--- config.mk ---
export PLATFORM = sky130hd
export DESIGN_NAME = match_queue
export DESIGN_NICKNAME = d
export VERILOG_FILES = /design/src/rtl/match_queue_pkg.sv /design/src/rtl/mq_entry_store.sv /design/src/rtl/mq_match_ctrl.sv /design/src/rtl/mq_resp_slot.sv /design/src/rtl/match_queue.sv
export SDC_FILE = /design/constraint.sdc
export NUM_CORES = 1
export LEC_CHECK = 0
export CAP_MARGIN = 10
export CORE_MARGIN = 2
export CORE_UTILIZATION = 65
export CTS_CLUSTER_DIAMETER = 120
export DETAILED_ROUTE_END_ITERATION = 6
export DONT_BUFFER_PORTS = 1
export PLACE_DENSITY = 0.89
export SYNTH_ARGS = -nofsm -noshare
export SYNTH_HDL_FRONTEND = slang
export SYNTH_SLANG_ARGS = --single-unit
--- constraint.sdc ---
create_clock -name clk -period 5.68 [get_ports clk]
set_input_delay 1.42 -clock clk [delete_from_list [all_inputs] [get_ports clk]]
set_output_delay 1.42 -clock clk [all_outputs]
set_load 0.02 [all_outputs]
--- src/rtl/match_queue_pkg.sv ---
package match_queue_pkg;
  // Which kind of entry the shared storage currently holds
  typedef enum logic {
    KIND_DATA   = 1'b0,
    KIND_READER = 1'b1
  } entry_kind_e;
endpackage

--- src/rtl/mq_entry_store.sv ---
module mq_entry_store
  import match_queue_pkg::*;
#(
  parameter int DEPTH       = 8,
  parameter int ENTRY_W     = 16,
  parameter int INIT_TOKENS = 0,
  parameter logic [ENTRY_W-1:0] TOKEN_VALUE = '0
) (
  input  logic               clk,
  input  logic               rst_n,
  input  logic               push,
  input  entry_kind_e        push_kind,
  input  logic [ENTRY_W-1:0] push_value,
  input  logic               pop,
  output logic [ENTRY_W-1:0] head_value,
  output entry_kind_e        held_kind,
  output logic               is_empty,
  output logic               is_full
);
  localparam int PTR_W = (DEPTH > 1) ? $clog2(DEPTH) : 1;
  localparam int CNT_W = $clog2(DEPTH + 1);
  localparam logic [PTR_W-1:0] LAST_IDX  = PTR_W'(DEPTH - 1);
  localparam logic [PTR_W-1:0] INIT_WPTR = PTR_W'(INIT_TOKENS % DEPTH);
  localparam logic [CNT_W-1:0] INIT_CNT  = CNT_W'(INIT_TOKENS);
  localparam logic [CNT_W-1:0] FULL_CNT  = CNT_W'(DEPTH);

  logic [ENTRY_W-1:0] slots [DEPTH];
  logic [PTR_W-1:0]   wr_idx, rd_idx;
  logic [CNT_W-1:0]   count;
  entry_kind_e        kind_q;

  generate
    for (genvar g = 0; g < DEPTH; g++) begin : g_slot
      localparam logic [ENTRY_W-1:0] RST_VAL = (g < INIT_TOKENS) ? TOKEN_VALUE : '0;
      always_ff @(posedge clk) begin
        if (!rst_n)
          slots[g] <= RST_VAL;
        else if (push && wr_idx == PTR_W'(g))
          slots[g] <= push_value;
      end
    end
  endgenerate

  always_ff @(posedge clk) begin
    if (!rst_n) begin
      wr_idx <= INIT_WPTR;
      rd_idx <= '0;
      count  <= INIT_CNT;
      kind_q <= KIND_DATA;
    end else begin
      if (push) begin
        wr_idx <= (wr_idx == LAST_IDX) ? '0 : wr_idx + 1'b1;
        if (count == '0)
          kind_q <= push_kind;
      end
      if (pop)
        rd_idx <= (rd_idx == LAST_IDX) ? '0 : rd_idx + 1'b1;
      case ({push, pop})
        2'b10:   count <= count + 1'b1;
        2'b01:   count <= count - 1'b1;
        default: count <= count;
      endcase
    end
  end

  assign head_value = slots[rd_idx];
  assign held_kind  = kind_q;
  assign is_empty   = (count == '0);
  assign is_full    = (count == FULL_CNT);

  p_no_overflow_r7: assert property (@(posedge clk) disable iff (!rst_n)
    (count == FULL_CNT && push) |-> pop);
  p_no_underflow_r6: assert property (@(posedge clk) disable iff (!rst_n)
    pop |-> (count != '0));
  p_one_kind_r6: assert property (@(posedge clk) disable iff (!rst_n)
    (push && count != '0) |-> (push_kind == kind_q));
endmodule

--- src/rtl/mq_match_ctrl.sv ---
module mq_match_ctrl
  import match_queue_pkg::*;
(
  input  logic        req_valid,
  input  logic        req_write,
  input  entry_kind_e held_kind,
  input  logic        store_empty,
  input  logic        store_full,
  input  logic        slot_free,
  output logic        req_ready,
  output logic        do_push,
  output entry_kind_e push_kind,
  output logic        do_pop,
  output logic        emit
);
  logic pairs_up;
  logic accept;

  // A write pairs with a waiting reader, a read pairs with stored data
  always_comb begin
    pairs_up = 1'b0;
    if (!store_empty)
      pairs_up = req_write ? (held_kind == KIND_READER) : (held_kind == KIND_DATA);
  end

  assign req_ready = pairs_up ? slot_free : !store_full;
  assign accept    = req_valid && req_ready;
  assign do_pop    = accept && pairs_up;
  assign emit      = do_pop;
  assign do_push   = accept && !pairs_up;
  assign push_kind = req_write ? KIND_DATA : KIND_READER;
endmodule

--- src/rtl/mq_resp_slot.sv ---
module mq_resp_slot #(
  parameter int ADDR_W = 16,
  parameter int DATA_W = 16
) (
  input  logic              clk,
  input  logic              rst_n,
  input  logic              load,
  input  logic [ADDR_W-1:0] load_addr,
  input  logic [DATA_W-1:0] load_data,
  output logic              slot_free,
  output logic              rsp_valid,
  input  logic              rsp_ready,
  output logic [ADDR_W-1:0] rsp_addr,
  output logic [DATA_W-1:0] rsp_data
);
  assign slot_free = !rsp_valid || rsp_ready;

  always_ff @(posedge clk) begin
    if (!rst_n) begin
      rsp_valid <= 1'b0;
      rsp_addr  <= '0;
      rsp_data  <= '0;
    end else if (slot_free) begin
      rsp_valid <= load;
      if (load) begin
        rsp_addr <= load_addr;
        rsp_data <= load_data;
      end
    end
  end

  p_rsp_hold_r8: assert property (@(posedge clk) disable iff (!rst_n)
    (rsp_valid && !rsp_ready) |=> (rsp_valid && $stable(rsp_addr) && $stable(rsp_data)));
  p_no_load_when_busy_r8: assert property (@(posedge clk) disable iff (!rst_n)
    (rsp_valid && !rsp_ready) |-> !load);
endmodule

--- src/rtl/match_queue.sv ---
module match_queue
  import match_queue_pkg::*;
#(
  parameter int DEPTH       = 8,
  parameter int DATA_W      = 16,
  parameter int ADDR_W      = 16,
  parameter int INIT_TOKENS = 0,
  parameter logic [DATA_W-1:0] TOKEN_VALUE = '0
) (
  input  logic              clk,
  input  logic              rst_n,
  input  logic              req_valid,
  output logic              req_ready,
  input  logic              req_write,
  input  logic [DATA_W-1:0] req_data,
  input  logic [ADDR_W-1:0] req_addr,
  output logic              rsp_valid,
  input  logic              rsp_ready,
  output logic [ADDR_W-1:0] rsp_addr,
  output logic [DATA_W-1:0] rsp_data
);
  localparam int ENTRY_W = (DATA_W > ADDR_W) ? DATA_W : ADDR_W;

  logic [ENTRY_W-1:0] head_value, push_value;
  entry_kind_e        held_kind, push_kind;
  logic               store_empty, store_full, slot_free;
  logic               do_push, do_pop, emit;
  logic [ADDR_W-1:0]  emit_addr;
  logic [DATA_W-1:0]  emit_data;

  assign push_value = req_write ? ENTRY_W'(req_data) : ENTRY_W'(req_addr);

  mq_entry_store #(
    .DEPTH(DEPTH), .ENTRY_W(ENTRY_W), .INIT_TOKENS(INIT_TOKENS),
    .TOKEN_VALUE(ENTRY_W'(TOKEN_VALUE))
  ) u_store (
    .clk(clk), .rst_n(rst_n),
    .push(do_push), .push_kind(push_kind), .push_value(push_value),
    .pop(do_pop), .head_value(head_value), .held_kind(held_kind),
    .is_empty(store_empty), .is_full(store_full)
  );

  mq_match_ctrl u_ctrl (
    .req_valid(req_valid), .req_write(req_write), .held_kind(held_kind),
    .store_empty(store_empty), .store_full(store_full), .slot_free(slot_free),
    .req_ready(req_ready), .do_push(do_push), .push_kind(push_kind),
    .do_pop(do_pop), .emit(emit)
  );

  // Matched write: address from the parked reader, data from the request.
  // Matched read: address from the request, data from storage.
  assign emit_addr = req_write ? head_value[ADDR_W-1:0] : req_addr;
  assign emit_data = req_write ? req_data : head_value[DATA_W-1:0];

  mq_resp_slot #(.ADDR_W(ADDR_W), .DATA_W(DATA_W)) u_resp (
    .clk(clk), .rst_n(rst_n),
    .load(emit), .load_addr(emit_addr), .load_data(emit_data),
    .slot_free(slot_free),
    .rsp_valid(rsp_valid), .rsp_ready(rsp_ready),
    .rsp_addr(rsp_addr), .rsp_data(rsp_data)
  );

  p_write_match_r4: assert property (@(posedge clk) disable iff (!rst_n)
    (req_valid && req_ready && req_write && !store_empty && held_kind == KIND_READER)
    |=> (rsp_valid && rsp_data == $past(req_data)));
  p_read_hit_r2: assert property (@(posedge clk) disable iff (!rst_n)
    (req_valid && req_ready && !req_write && !store_empty && held_kind == KIND_DATA)
    |=> (rsp_valid && rsp_addr == $past(req_addr)));
  p_park_silent_r3: assert property (@(posedge clk) disable iff (!rst_n)
    (req_valid && req_ready && !req_write && store_empty && slot_free) |=> !rsp_valid);
  p_store_silent_r5: assert property (@(posedge clk) disable iff (!rst_n)
    (req_valid && req_ready && req_write && (store_empty || held_kind == KIND_DATA) && slot_free)
    |=> !rsp_valid);
  p_full_stall_r7: assert property (@(posedge clk) disable iff (!rst_n)
    (store_full && req_valid && req_write && held_kind == KIND_DATA) |-> !req_ready);
endmodule

== After elaboration in Yosys (flattened, before gate mapping) ==
Memories as Yosys holds them, arrays and structs flattened. A register that Yosys moved wholly into a read port is not among the register bits.
Cells that the tools add are included.
Storage, ports and cells
  register bits after elaboration: 44
  memory bits (writable): 128
  bits of input ports: 37
  output and inout port bits: 34
  word-level logic and storage cells: 97
  memories kept: 1
Memory list
  u_store.slots: depth 8, bits a word 16, rd ports 1, clocked after Yosys merged registers in 1, write ports 8, line mq_entry_store.sv:27  | logic [ENTRY_W-1:0] slots [DEPTH];
Cells by class
  $add $sub $neg: 4
  eq/ne operators: 11
  mux-type cells: 45
  bitwise logic cells: 9
  reduce and logical (&&, ||, !) cells: 20
Operator list (number)
  2-to-1 mux 16 bit: 11
  2-to-1 mux 1 bit: 29
  equality test 3 bit (second input constant): 5
  2-to-1 mux 3 bit: 4
  logical AND 1 bit: 11
  OR 1 bit: 8
  case mux 4 bit (2 select lines): 1
  adder 3 x 1 -> 3 bit (second input constant): 2
  equality test 3 x 2 -> 1 bit (second input constant): 2
  adder 4 x 1 -> 4 bit (second input constant): 1
  equality test 4 bit (second input constant): 1
  logical NOT 4 bit: 1
  AND reduction 2 bit: 2
  subtractor 4 x 1 -> 4 bit (second input constant): 1
  equality test 3 x 1 -> 1 bit (second input constant): 1
  logical NOT 1 bit: 3
  logical NOT 3 bit: 1
  equality test 2 x 1 -> 1 bit (second input constant): 1
  equality test 2 bit (second input constant): 1
  nonzero test 2 bit: 1
  logical OR 1 bit: 1
  inverter 1 bit: 1

== Depth between registers and ports, before layout ==
  word-level depth: 11
  mapped depth: 11
  gate-level depth less buffers: 8

== Hierarchy ==
A second synthesis with hierarchy kept.
Second synthesis, totals
  cell total of the unflattened synthesis: 624
  area, all modules: 8654.6 um^2
Modules (own cells, without submodules)
  mq_entry_store: times used 1, cells each 419, area each 6578.8 um^2, seq. area each 4124.0 um^2
  mq_resp_slot: times used 1, cells each 144, area each 1357.6 um^2, seq. area each 660.6 um^2
  match_queue: times used 1, cells each 53, area each 659.4 um^2, seq. area each 0.0 um^2
  mq_match_ctrl: times used 1, cells each 8, area each 58.8 um^2, seq. area each 0.0 um^2

== Worst setup path before layout ==
Ideal clock, no wire load.
  path kind: input port to flip-flop
  start: input port req_write
  end: memory u_store.slots[0][0] (enable)
  setup time: 0.414 ns
  arrival: 3.675 ns
  data required time: 5.266 ns
  setup slack: 1.591 ns
  cell stages on the path: 5
  path buffers: 1
  cells stage by stage: buf_4 -> xor2_2 -> a31oi_2 -> nand2_1 -> o31ai_1
RTL lines
  from (decl): line match_queue.sv:14  | input logic req_write,
  to (decl): line mq_entry_store.sv:27

== Worst setup path in the final report ==
  start: input port req_write
  end: output port req_ready
Between the ends
  longest elaborated chain between the ends: 3
RTL lines
  2-to-1 mux 1 bit: line mq_match_ctrl.sv:23  | pairs_up = req_write ? (held_kind == KIND_READER) : (held_kind == KIND_DATA);
  2-to-1 mux 1 bit: line mq_match_ctrl.sv:22  | if (!store_empty)
  2-to-1 mux 1 bit: line mq_match_ctrl.sv:26  | assign req_ready = pairs_up ? slot_free : !store_full;
  to (decl): line match_queue.sv:13  | output logic req_ready,
No other way between the ends.

==> summary.md <==
| Metric | Value |
|---|---|
| VDD IR max | `around 220 uV` |
| Pins Over Slew Limit | `0` |
| CP startpoint kind | `input port` |
| Clock latency on the worst-skew pair | `430 ps` |
| Crit-path cells | `xor2_2 > nor3_1 > a31oi_1` |
| Cts repair resizes | `0` |
| TritonCTS Buffers | `17` |
| Ys async rst share | `0%` |
| Total track usage | `a little under a third` |
| Initial Utilization | `about two thirds` |
| Post-CTS Setup Repair Bufs | `0` |
| Pin count of the biggest net entering global routing | `just under 70` |
| Synth top cells by count | `128 x edfxtp_1, 58 x nand2_1, 47 x dfxtp_1` |
| Area leader, netlist | `edfxtp_1` |
| Worst Hold Class | `flip-flop to flip-flop` |
| DRC Markers | `0` |
| IO Pins | `slightly above 70` |
| Maxcap violations | `0` |
| Area Overhead vs Synth | `7.12%` |
| Final Power | `roughly 3200 uW` |
| Clock sink total | `around 180` |
| Crit path DAT | `roughly 2500 ps` |
| Core Area | `around 12000 um^2` |
| Setup violators final | `0` |
| Top-area cell type share of the netlist area | `roughly 47%` |
| Crit end category | `output port` |
| Clock transition at path regs | `roughly 70 ps` |
| Synth Area in Simple Gates | `around 15%` |
| Global-route wire length before repair | `30.7 mm` |
| Crit path max fanout | `36` |
| Clock share of power | `between 30% and 40%` |
| Root buffer cell | `clkbuf_16` |
| Final period util | `between 60% and 70%` |
| Post-synthesis compound-gate area fraction | `under 10%` |
| DP Area | `between 8000 and 9000 um^2` |
| Buffers on Ports | `0` |
| Critical path required time | `4260 ps` |
| Flop pwr share | `50.4%` |
| Worst hold slack | `a little under 500 ps` |
| WS Path Type | `input port to output port` |
| Min cycle time layout | `3950 ps` |
| Syn nets | `715` |
| Count leader, synth | `edfxtp_1` |
| Cell variety after synth | `44` |
| Seq/Total Area, Yosys | `58.3%` |
| Worst relative slew slack | `25.9%` |
| Avg WL per Cell | `24.7 um` |
| First DRT Iteration DRCs | `between 800 and 900` |
| ANT cells | `0` |
| Sw Pwr | `around 950 uW` |
| FP Rows | `41` |
| Switching share of power | `between 20% and 30%` |
| Final GP Congestion | `0.880` |
| Setup total negative slack | `0 ps` |
| Synth Warn # | `0` |
| Via/cell ratio | `~7` |
| Critical path origin | `req_write` |
| Slew @ Worst Pin | `~1100 ps` |
| Synth Area in XOR/XNOR | `less than 1%` |
| Die area | `approximately 14000 um^2` |
| EDFF count, synth | `between 100 and 150` |
| Synth Area in Adders | `around 1.8%` |
| FF-to-FF Start | `u_store.count[0]$_SDFFE_PN0P_` |
| #FFs+latches synth | `about 180` |
| Antenna Nets Post-Route | `0` |
| Hold_sp | `u_store.rd_idx[1]$_SDFFE_PN0N_` |
| Hpwl dp | `roughly 12 mm` |
| Leakage power | `0.00310 uW` |
| Initial antenna violation count | `0` |
| Vias in the first global route | `5560` |
| CTS tree | `done` |
| Largest family of logic cells by synthesized area | `simple AND/OR/NAND/NOR gates` |
| Slowest cell on crit path | `nor3_1` |
| Maximum buffer depth of the clock tree | `2` |
| Comb pwr share | `14.7%` |
| Post-Route Skew | `9.22 ps` |
| Die Wd | `~120 um` |
| Status | `finished, final reports clean` |
| Vias | `5745` |
| Post-Synthesis Cells | `667` |
| Design Area, Final | `approximately 9000 um^2` |
| Max H-tree Level | `4` |
| Post-synth design cell area | `8210 um^2` |
| Hold buffer count at cts | `0` |
| DRT Wirelength | `about 20 mm` |
| Main synth FF type | `edfxtp_1` |
| Final hold vios | `0` |
| Power per cell area | `363 nW/um^2` |
| Max Freq | `roughly 0.25 GHz` |
| Internal Pwr Total | `roughly 2200 uW` |
| RSZ-0062 raised after global routing | `no` |
| Mux cell area share after synthesis | `a little over a tenth` |
| Layout cells sized above 1 | `17.0%` |
| Syn_area_per_cell | `roughly 12 um^2` |
| # nets final | `about 680` |
| Ranking of synthesized cells by area | `edfxtp_1 47%, dfxtp_1 11%, mux4_2 8.8%, o21a_1 2.9%, nor3_1 2.8%` |
| Pre-antenna DRT Iters | `7` |
| CP max stage delay | `around 660 ps` |
| Total grt overflow | `0` |
| Die Height | `roughly 120 um` |
| Filler cell count | `787` |
[metal layers]
metal / track usage [%] / wire length [um] / vias up
li1: - / - / 2409
met1: 36.5 / 7030 / 2800
met2: 53.8 / 10500 / 458
met3: 6.54 / 1800 / 78
met4: 16.4 / 892 / 0
met5: 0 / 0 / -
[registers in the layout, indices dropped and copies added, names as in the netlist, named ones only]
name and count:
u_resp.rsp_addr 16, u_resp.rsp_data 16, u_resp.rsp_valid 1, u_store.count 4, u_store.held_kind 1, u_store.rd_idx 3, u_store.slots 128, u_store.wr_idx 3
[placed cells by master (no fill, tap or decap), types with 2 or more instances in the layout]
cell type / instances
or3_1: 4
a311oi_1: 2
inv_4: 3
clkbuf_16: 18
nor3_2: 20
mux2i_1: 17
mux4_2: 32
o21ai_0: 37
edfxtp_1: 128
o31ai_2: 6
ha_1: 10
nand2_1: 58
dfxtp_1: 46
clkinv_2: 2
nand4_1: 4
inv_1: 12
buf_4: 9
and3_1: 28
nand2b_1: 2
nand3_1: 2
nor3_1: 46
nor4_1: 5
clkinv_4: 2
and2_1: 16
a21oi_1: 44
nor2_1: 35
inv_6: 4
o21a_1: 32
[stage by stage]
stage,worst slack (ps),utilization [%],cells
floorplan,1590,-,667
global placement,1900,65.9,785
detailed placement,1790,65.9,785
CTS,1760,70.4,817
global route,1660,70.5,818
finish,1730,70.5,818
[power groups by stage]
stage | Combinational (uW) | Clock [uW] | Sequential, uW
6_report | 469 | 1110 | 1610
4_1_cts | 454 | 1110 | 1610
5_1_grt | 502 | 1150 | 1610
3_5_place_dp | 444 | 0 | 1630
3_3_place_gp | 424 | 0 | 1620
2_1_floorplan | 366 | 0 | 1590
[cell type report]
class                   instances  area [um^2]  share of cell area, %
clock inverters                13          100                   1.14
flip-flops and latches        175         4790                   54.4
repair buffers                 10         87.6                  0.996
inverters                      13         48.8                  0.555
multi-input cells             416         3100                   35.2
clock buffers                  19          454                   5.17
well taps                     172          215                   2.45
[logic make-up (layout without fill, tap and decap cells)]
logic type | after synthesis | count (layout)
xor gates and xnor gates | 3 | 3
muxes | 49 | 49
AOI/OAI and AO/OA | 127 | 127
DFF | 175 | 175
and+or+nand+nor | 226 | 226
adders and majority gates | 11 | 11
buffers and inverters | 76 | 55
[path summary, 6_finish.rpt]
check	endpoint	slack, ps	cells after the start
worst min register to register	flip-flop	490	2
worst min-delay path	flip-flop	490	2
worst max register to register	u_store.slots[1][6]$_SDFFCE_PN0P_	2990	4
worst max-delay path	req_ready	1730	3
[critical path: cells and delay by family]
family | cells | cell delay [ps]
AOI/OAI and AO/OA | 1 | 260
xor gates and xnor gates | 1 | 180
and+or+nand+nor | 1 | 660
Note: power is estimated with default switching activity, not from simulation.
